<file path="src/rtl/srx_pkg.sv">
`timescale 1ns/1ps
package srx_pkg;
  // Bit positions decoded by the host side of the handshake
  localparam int unsigned HS_REQ_BIT   = 3;
  localparam int unsigned HS_ACK_BIT   = 4;
  localparam int unsigned HS_TIP_BIT   = 5;
  localparam int unsigned DIR_BIT      = 4;
  localparam int unsigned FLAG_CLR_BIT = 2;

  typedef enum logic [1:0] {
    REG_PORT  = 2'd0,
    REG_MODE  = 2'd1,
    REG_SHIFT = 2'd2,
    REG_FLAG  = 2'd3
  } reg_sel_e;

  // pair = {ack, tip}; a handshake qualifies when tip is low and the pair moved
  function automatic logic hs_qualify(input logic [1:0] cur, input logic [1:0] prev);
    return (cur[0] == 1'b0) && (cur != prev);
  endfunction

  function automatic logic falling(input logic cur, input logic prev);
    return prev & ~cur;
  endfunction

  function automatic int unsigned clamp_len(input int unsigned req, input int unsigned cap);
    return (req > cap) ? cap : req;
  endfunction
endpackage

</file>
<file path="src/rtl/srx_edge.sv">
`timescale 1ns/1ps
module srx_edge (
  input  logic       clk,
  input  logic       rst_n,
  input  logic [1:0] pair,
  input  logic       dir,
  output logic       hs_evt,
  output logic       dir_fall
);
  logic [1:0] prev_pair_q;
  logic       prev_dir_q;

  // Previous-value copies refreshed every cycle
  always_ff @(posedge clk or negedge rst_n) begin
    if (!rst_n) begin
      prev_pair_q <= 2'b11;
      prev_dir_q  <= 1'b0;
    end else begin
      prev_pair_q <= pair;
      prev_dir_q  <= dir;
    end
  end

  assign hs_evt   = srx_pkg::hs_qualify(pair, prev_pair_q);
  assign dir_fall = srx_pkg::falling(dir, prev_dir_q);
endmodule

</file>
<file path="src/rtl/srx_inbuf.sv">
`timescale 1ns/1ps
module srx_inbuf #(
  parameter  int unsigned DEPTH = 128,
  localparam int unsigned AW    = $clog2(DEPTH),
  localparam int unsigned CW    = $clog2(DEPTH + 1)
) (
  input  logic          clk,
  input  logic          rst_n,
  input  logic          ld_wr,
  input  logic [AW-1:0] ld_addr,
  input  logic [7:0]    ld_data,
  input  logic          ld_commit,
  input  logic [CW-1:0] ld_len,
  input  logic          adv,
  output logic [7:0]    cur_byte,
  output logic          pending
);
  logic [7:0]    mem [DEPTH];
  logic [CW-1:0] len_q;
  logic [CW-1:0] idx_q;

  always_ff @(posedge clk) begin
    if (ld_wr) mem[ld_addr] <= ld_data;
  end

  always_ff @(posedge clk or negedge rst_n) begin
    if (!rst_n) begin
      len_q <= '0;
      idx_q <= '0;
    end else if (ld_commit) begin
      len_q <= CW'(srx_pkg::clamp_len(int'(ld_len), DEPTH));
      idx_q <= '0;
    end else if (adv && pending) begin
      idx_q <= idx_q + 1'b1;
    end
  end

  assign pending  = idx_q < len_q;
  assign cur_byte = pending ? mem[idx_q[AW-1:0]] : 8'h00;
endmodule

</file>
<file path="src/rtl/srx_outbuf.sv">
`timescale 1ns/1ps
module srx_outbuf #(
  parameter  int unsigned DEPTH = 16,
  localparam int unsigned CW    = $clog2(DEPTH + 1)
) (
  input  logic               clk,
  input  logic               rst_n,
  input  logic               store,
  input  logic [7:0]         byte_in,
  input  logic               pkt_end,
  output logic               pkt_valid,
  output logic [CW-1:0]      pkt_len,
  output logic [DEPTH*8-1:0] pkt_data,
  output logic [CW-1:0]      count
);
  localparam logic [CW-1:0] FULL = CW'(DEPTH);

  logic [CW-1:0] cnt_q;
  logic          room;

  assign room  = cnt_q < FULL;
  assign count = cnt_q;

  for (genvar g = 0; g < DEPTH; g++) begin : g_slot
    logic [7:0] slot_q;
    always_ff @(posedge clk or negedge rst_n) begin
      if (!rst_n)                                  slot_q <= 8'h00;
      else if (store && room && cnt_q == CW'(g))   slot_q <= byte_in;
    end
    assign pkt_data[g*8 +: 8] = slot_q;
  end

  always_ff @(posedge clk or negedge rst_n) begin
    if (!rst_n) begin
      cnt_q     <= '0;
      pkt_valid <= 1'b0;
      pkt_len   <= '0;
    end else if (pkt_end) begin
      pkt_valid <= (cnt_q != '0);
      pkt_len   <= cnt_q;
      cnt_q     <= '0;
    end else begin
      pkt_valid <= 1'b0;
      if (store && room) cnt_q <= cnt_q + 1'b1;
    end
  end
endmodule

</file>
<file path="src/rtl/srx_engine.sv">
`timescale 1ns/1ps
module srx_engine #(
  parameter  int unsigned IN_DEPTH  = 128,
  parameter  int unsigned OUT_DEPTH = 16,
  localparam int unsigned IN_AW     = $clog2(IN_DEPTH),
  localparam int unsigned IN_CW     = $clog2(IN_DEPTH + 1),
  localparam int unsigned OUT_CW    = $clog2(OUT_DEPTH + 1)
) (
  input  logic                   clk,
  input  logic                   rst_n,
  input  logic                   wr_en,
  input  logic [1:0]             wr_addr,
  input  logic [7:0]             wr_data,
  input  logic                   ld_wr,
  input  logic [IN_AW-1:0]       ld_addr,
  input  logic [7:0]             ld_data,
  input  logic                   ld_commit,
  input  logic [IN_CW-1:0]       ld_len,
  output logic [7:0]             hs_port,
  output logic [7:0]             shift_q,
  output logic [7:0]             rd_byte,
  output logic                   sr_flag,
  output logic                   pkt_valid,
  output logic [OUT_CW-1:0]      pkt_len,
  output logic [OUT_DEPTH*8-1:0] pkt_data
);
  import srx_pkg::*;

  reg_sel_e          sel;
  logic [7:0]        port_q;
  logic              dir_q;
  logic [7:0]        sr_q;
  logic              flag_q;
  logic              hs_evt;
  logic              end_evt;
  logic              pending;
  logic [7:0]        cur_byte;
  logic              in_evt;
  logic              out_evt;
  logic [OUT_CW-1:0] out_cnt;

  assign sel = reg_sel_e'(wr_addr);

  always_ff @(posedge clk or negedge rst_n) begin
    if (!rst_n) begin
      port_q <= 8'h30;
      dir_q  <= 1'b0;
    end else if (wr_en) begin
      if (sel == REG_PORT) port_q <= wr_data;
      if (sel == REG_MODE) dir_q  <= wr_data[DIR_BIT];
    end
  end

  srx_edge u_edge (
    .clk      (clk),
    .rst_n    (rst_n),
    .pair     ({port_q[HS_ACK_BIT], port_q[HS_TIP_BIT]}),
    .dir      (dir_q),
    .hs_evt   (hs_evt),
    .dir_fall (end_evt)
  );

  // Named events for the checker; a commit takes the handshake's slot
  assign in_evt  = hs_evt & ~dir_q & pending & ~ld_commit;
  assign out_evt = hs_evt & dir_q;

  srx_inbuf #(.DEPTH(IN_DEPTH)) u_in (
    .clk       (clk),
    .rst_n     (rst_n),
    .ld_wr     (ld_wr),
    .ld_addr   (ld_addr),
    .ld_data   (ld_data),
    .ld_commit (ld_commit),
    .ld_len    (ld_len),
    .adv       (in_evt),
    .cur_byte  (cur_byte),
    .pending   (pending)
  );

  srx_outbuf #(.DEPTH(OUT_DEPTH)) u_out (
    .clk       (clk),
    .rst_n     (rst_n),
    .store     (out_evt),
    .byte_in   (sr_q),
    .pkt_end   (end_evt),
    .pkt_valid (pkt_valid),
    .pkt_len   (pkt_len),
    .pkt_data  (pkt_data),
    .count     (out_cnt)
  );

  always_ff @(posedge clk or negedge rst_n) begin
    if (!rst_n)                                sr_q <= 8'h00;
    else if (in_evt)                           sr_q <= cur_byte;
    else if (wr_en && sel == REG_SHIFT)        sr_q <= wr_data;
  end

  always_ff @(posedge clk or negedge rst_n) begin
    if (!rst_n)                                                 flag_q <= 1'b0;
    else if (in_evt || out_evt || ld_commit)                    flag_q <= 1'b1;
    else if (wr_en && sel == REG_FLAG && wr_data[FLAG_CLR_BIT]) flag_q <= 1'b0;
  end

  always_comb begin
    hs_port             = port_q;
    hs_port[HS_REQ_BIT] = ~pending;
  end

  assign shift_q = sr_q;
  assign rd_byte = cur_byte;
  assign sr_flag = flag_q;
endmodule


</file>
<file path="config.mk">
export PLATFORM = sky130hd
export DESIGN_NAME = srx_engine
export DESIGN_NICKNAME = d
export VERILOG_FILES = /design/src/rtl/srx_pkg.sv /design/src/rtl/srx_edge.sv /design/src/rtl/srx_inbuf.sv /design/src/rtl/srx_outbuf.sv /design/src/rtl/srx_engine.sv
export SDC_FILE = /design/constraint.sdc
export NUM_CORES = 1
export LEC_CHECK = 0
export ABC_AREA = 1
export ABC_CLOCK_PERIOD_IN_PS = 4000
export BUFFER_PORTS_ARGS = -buffer_cell sky130_fd_sc_hd__buf_2
export CAP_MARGIN = 25
export CORE_ASPECT_RATIO = 0.9
export CORE_MARGIN = 2
export CORE_UTILIZATION = 40
export CTS_CLUSTER_SIZE = 12
export DETAILED_ROUTE_END_ITERATION = 8
export GPL_TIMING_DRIVEN = 0
export HOLD_SLACK_MARGIN = 0.08
export MAX_ROUTING_LAYER = met4
export PLACE_DENSITY = 0.66
export SLEW_MARGIN = 20
export SYNTH_ARGS = -nofsm -noshare
export SYNTH_HDL_FRONTEND = slang
export SYNTH_SLANG_ARGS = --single-unit
</file>
<file path="constraint.sdc">
create_clock -name clk -period 4 [get_ports clk]
set_clock_uncertainty 0.15 [all_clocks]
set_input_delay 0.4 -clock clk [delete_from_list [all_inputs] [get_ports clk]]
set_output_delay 0.4 -clock clk [all_outputs]
set_load 0.02 [all_outputs]
</file>
; Yosys cells after proc, flatten, opt, wreduce, memory -nomap -nowiden
; Memory sizes are Yosys's and may differ from the RTL's.
; Cells that the tools add are included.
[word_totals]
regBits = 176
ram_bits = 1024
out_inout_bits = 159
wordCells = 107
romBits = 0
mem_count = 1
latch_bits = 0
in_bits = 38
[op_classes]
order_cmp = 3
reduce_logical = 33
n_mux = 13
shift = 0
n_eq_ne = 19
div = 0
add_sub_neg = 2
n_bitwise = 9
multipliers = 0
[mem_list]
columns = memory, depth, word_bits, rd, rd_ports_with_merged_regs, write_ports, line
row1 = u_in.mem, 128, 8, 1, 0, 1, srx_inbuf.sv:18  ; logic [7:0] mem [DEPTH];
[ops]
columns = op, count
row1 = 8-bit two-way mux, 6
row2 = 5-bit by 4-bit == test with 1-bit output (second input constant), 8
row3 = 1-bit logical AND, 22
row4 = 5-bit by 3-bit == test with 1-bit output (second input constant), 4
row5 = 5-bit by 2-bit == test with 1-bit output (second input constant), 2
row6 = 5-bit two-way mux, 2
row7 = 8-bit by 1-bit adder with 8-bit output (second input constant), 1
row8 = 8-bit > comparator (second input constant), 1
row9 = 8-bit < comparator, 1
row10 = 2-bit nonzero test, 4
row11 = 5-bit by 1-bit adder with 5-bit output (second input constant), 1
row12 = 1-bit AND, 5
row13 = 5-bit by 1-bit == test with 1-bit output (second input constant), 1
row14 = 5-bit zero test, 1
row15 = 5-bit < comparator (second input constant), 1
row16 = 1-bit two-way mux, 5
row17 = 5-bit nonzero test, 1
row18 = 2-bit == test (second input constant), 2
row19 = 1-bit NOT, 4
row20 = 2-bit AND reduction, 2
row21 = 2-bit by 1-bit == test with 1-bit output (second input constant), 1
row22 = 2-bit zero test, 1
row23 = 1-bit logical OR, 2
row24 = 2-bit inequality test, 1

; Logic depth before layout (Yosys ltp)
[logic_depth]
word_depth = 8
depth_mapped = 15
depth_no_buf = 13

; Hierarchy
; From an unflattened synthesis, not the netlist that was laid out.
[hier_totals]
hier_cells = 4689
hier_area_um2 = 50320.8
[modules_own_cells]
columns = mod, cells_each, area_each_um2, instances, seq_area_each_um2
row1 = srx_inbuf, 3978, 43631.8, 1, 31149.9
row2 = srx_outbuf, 588, 5699.2, 1, 3478.3
row3 = srx_engine, 109, 869.6, 1, 427.9
row4 = srx_edge, 14, 120.1, 1, 77.6

; Worst setup path after synthesis
; OpenSTA, ideal clock, no wires.
[synth_timing]
kind = reg2out
from = reg u_in.idx_q[3]
to = out rd_byte[5]
arrival_time_ps = 1881
stages_incl_launch_ff = 9
required_ps = 3450
path_buffers = 1
path_slack_ps = 1569
path_cell_list = dfrtp_1 ha_1 a21oi_1 nand2_1 nand4_1 nand2_1 inv_1 buf_1 and3_1
[synth_via]
elab_chain_len = 2
[synth_rtl]
columns = item, line
row1 = start: declaration, srx_inbuf.sv:20  ; logic [CW-1:0] idx_q;
row2 = start signal: assignment, srx_inbuf.sv:34  ; idx_q <= idx_q + 1'b1;
row3 = memory read 128 x 8 bit / 8-bit < comparator (equally long branches), -
row4 = 8-bit two-way mux (*), srx_inbuf.sv:39  ; assign cur_byte = pending ? mem[idx_q[AW-1:0]] : 8'h00;
row5 = end: declaration, srx_engine.sv:21  ; output logic [7:0] rd_byte,
; Mark *: on every way between the ends. The rest lies on a longest branch, timed or not.

; Worst setup path in the final report
[layout_timing]
from = reg u_in.idx_q[1]
to = out rd_byte[0]
; The elaborated chain is that of the path after synthesis.

==> out/qor.csv <==
metric;value;unit
p_per_area;505;mW/mm2
grtUsageMet3;6.56;%
fin_nets;4734;
busiest_layer;met2;
hpwl;105000;um
crit_arrival;3.44;ns
routed-via-count;35500;
netlist_area;0.0485;mm2
setup_viol;0;
r2r-end;shift_q[5];
routedWlPerCell;24.2;um
syn_avg_cell_area;11.3;um2
leakage;21.5;nW
maxSlewHeadroom;27.3;%
worstMarginPinSlew;1.09;ns
grtUsageTotal;25.1;%
power;28.7;mW
maxCapViolCount;0;
post-route-util;47.1;%
final_common_cell;nand2_1;
critical_path_required;3.45;ns
setup_tns;0;ns
layout.cells.most_common_list;nand2_1, edfxtp_1, nand3_1;
hold_path.class;in2reg;
start_util;40.2;%
ys_types;31;
async_flop_share;14.6;%
drive_gt1_share;13.1;%
io_pins;197;
fin_ws;0.0126;ns
antenna_found_initial;10;
fmax;0.251;GHz
wl;155000;um
synth_edf_count;1024;
grt_max_degree;83;
drt_iter0_markers;5210;
period_needed;3.99;ns
grtUsageMet2;36.0;%
clock_latency;0.76;ns
route.detailed.drc;0;
finalMaxSlewViolations;0;
postSynthCellCount;4300;
critPathCaptureType;output port;
routed_via_density;5.57;
place_ws;-0.0559;ns
die_y;334;um
hold_viol;0;
cts_buffer_depth;3;
chipWidth;371;um
cts_sinks;1199;
vdd_drop_max;0.000362;V
area_growth;17.1;%
grt_pass1_wl;220000;um
gr-usage-met1;34.9;%
ys_warn_count;0;
cts-root-buf;clkbuf_16;
fillCellCount;10700;
whs_endpoint;u_in.mem[8][1];
hp-start;ld_wr;
routabilityCongestion;0.979;
cts_buffers;120;
critPathKind;reg2out;
io_buffers;196;
cts_tree;done;
grt_pass1_vias;33000;
synth.net_count;4351;
holdPathStages;3;
drt-pass1-iter-count;7;
rr_worst_depth;13;
clkTransAtPathRegs;0.06;ns
ys_ff_latch;1199;
worst-path-max-fanout;10;
overflow;0;
row_count;121;
ys_seq_area_share;72.4;%
ys.flop_type;edfxtp_1;
core;0.121;mm2
postRouteAntennaNets;0;
htree_levels;3;
die_area;0.124;mm2
r2r_slack;1.09;ns
outcome;complete, no violations;
finalCritPeriodShare;99.7;%
r2r_start;u_in.idx_q[1];
startpoint_type;flop;
cell type report:
cell class              count  area [um2]  share of cell area (%)
clock inverters            31         229                   0.403
well taps                1599        2000                    3.52
plain buffers             262        1550                    2.73
clock buffers             172        3320                    5.85
repair buffers            263        1890                    3.32
multi-input cells        2771       12400                    21.9
diodes                     13        32.5                  0.0572
flip-flops and latches   1199       35100                    61.8
inverters                  66         253                   0.445
worst max path at each step:
| stage | from | cells after the start | endpoint | slack, ns |
|---|---|---|---|---|
| after global routing | u_in.idx_q[1] | 12 | rd_byte[0] | -0.01 |
| after floorplan | u_in.idx_q[3] | 8 | rd_byte[5] | 1.57 |
| final | u_in.idx_q[1] | 12 | rd_byte[0] | 0.01 |
| after CTS | u_in.idx_q[0] | 13 | rd_byte[0] | 0.002 |
| after detailed placement | u_in.idx_q[2] | 12 | rd_byte[6] | -0.06 |
| after global placement | rst_n | 1 | u_in.idx_q[3] | -0.33 |
report_power, final:
part / internal, mW / total (mW) / switching [mW] / leakage [nW]
sequential: 13.8 / 14.0 / 0.157 / 11.6
combinational: 1.13 / 4.16 / 3.03 / 8.24
clock: 5.78 / 10.5 / 4.73 / 1.72
cells in the mapped netlist, types with 2 or more instances:
cell / number / area [um2]
o21ai_0: 137 / 686
o21a_1: 9 / 67.6
inv_2: 5 / 18.8
nand2_1: 1464 / 5500
clkbuf_1: 125 / 469
dfstp_2: 4 / 105
inv_1: 59 / 221
nor2_1: 160 / 601
nor3_1: 10 / 50.1
o21ai_1: 2 / 10.0
o31ai_1: 2 / 15.0
ha_1: 13 / 163
nand3_1: 924 / 4620
and3_1: 8 / 50.1
nor3_2: 3 / 30.0
a21oi_1: 19 / 95.1
mux2_2: 4 / 45.0
dfrtp_1: 171 / 4280
buf_6: 3 / 33.8
buf_2: 84 / 420
edfxtp_1: 1024 / 30700
clkinv_1: 2 / 7.51
nand4_1: 10 / 62.6
buf_1: 51 / 191
sequential cells by signal (all words and copies together), names as in the netlist:
signal,cells
u_in.mem,1024
u_out.g_slot.slot_q,128
shift_q,8
u_in.idx_q,8
u_in.len_q,8
port_q,7
u_out.count,5
u_out.pkt_len,5
u_edge.prev_pair_q,2
dir_q,1
sr_flag,1
u_edge.prev_dir_q,1
u_out.pkt_valid,1
worst max-delay path: stages, from the launching register on:
cell and delay, ns:
dfrtp_2 0.51, inv_2 0.20, buf_4 0.31, buf_2 0.35, nand3_1 0.13, nand3_1 0.16
nand2_1 0.08, nand2_1 0.08, nand3_1 0.15, nand3_4 0.17, nand3_2 0.15, and3_1 0.23
buf_2 0.17
cells by family (layout without fill, tap and decap cells):
family,count (synthesis),after routing,synth area share (%)
simple gates,2580,2580,22.5
flops,1199,1199,72.4
buf+inv,330,794,2.82
compound gates,172,172,1.84
fa+ha+maj,13,13,0.335
mux,4,4,0.0928
xor+xnor,2,2,0.0361
other cells,0,13,0
layer usage:
layer | share of wire (%) | vias up
met1 | 41 | 17400
met2 | 44 | 2147
met5 | 0 | -
li1 | - | 15700
met3 | 13 | 280
met4 | 2.6 | 0
timing repair:
item	4_1_cts	5_1_grt
setup buffers	2	2
hold endpoints to repair	581	0
pin swaps	7	1
hold buffers	42	0
cloned	0	0
gates resized for setup	181	118
endpoints found under the setup margin	8	8
through the flow:
stage | hold slack, ns | std cells | cell area [um2]
6_report | 0.221 | 6376 | 56800
5_1_grt | 0.190 | 6372 | 56800
4_1_cts | 0.161 | 6355 | 56400
3_5_place_dp | 0.212 | 6110 | 51900
3_3_place_gp | 0.233 | 6095 | 51500
2_1_floorplan | -0.0456 | 4300 | 48500
No activity file was read; power rests on OpenSTA's default activity.
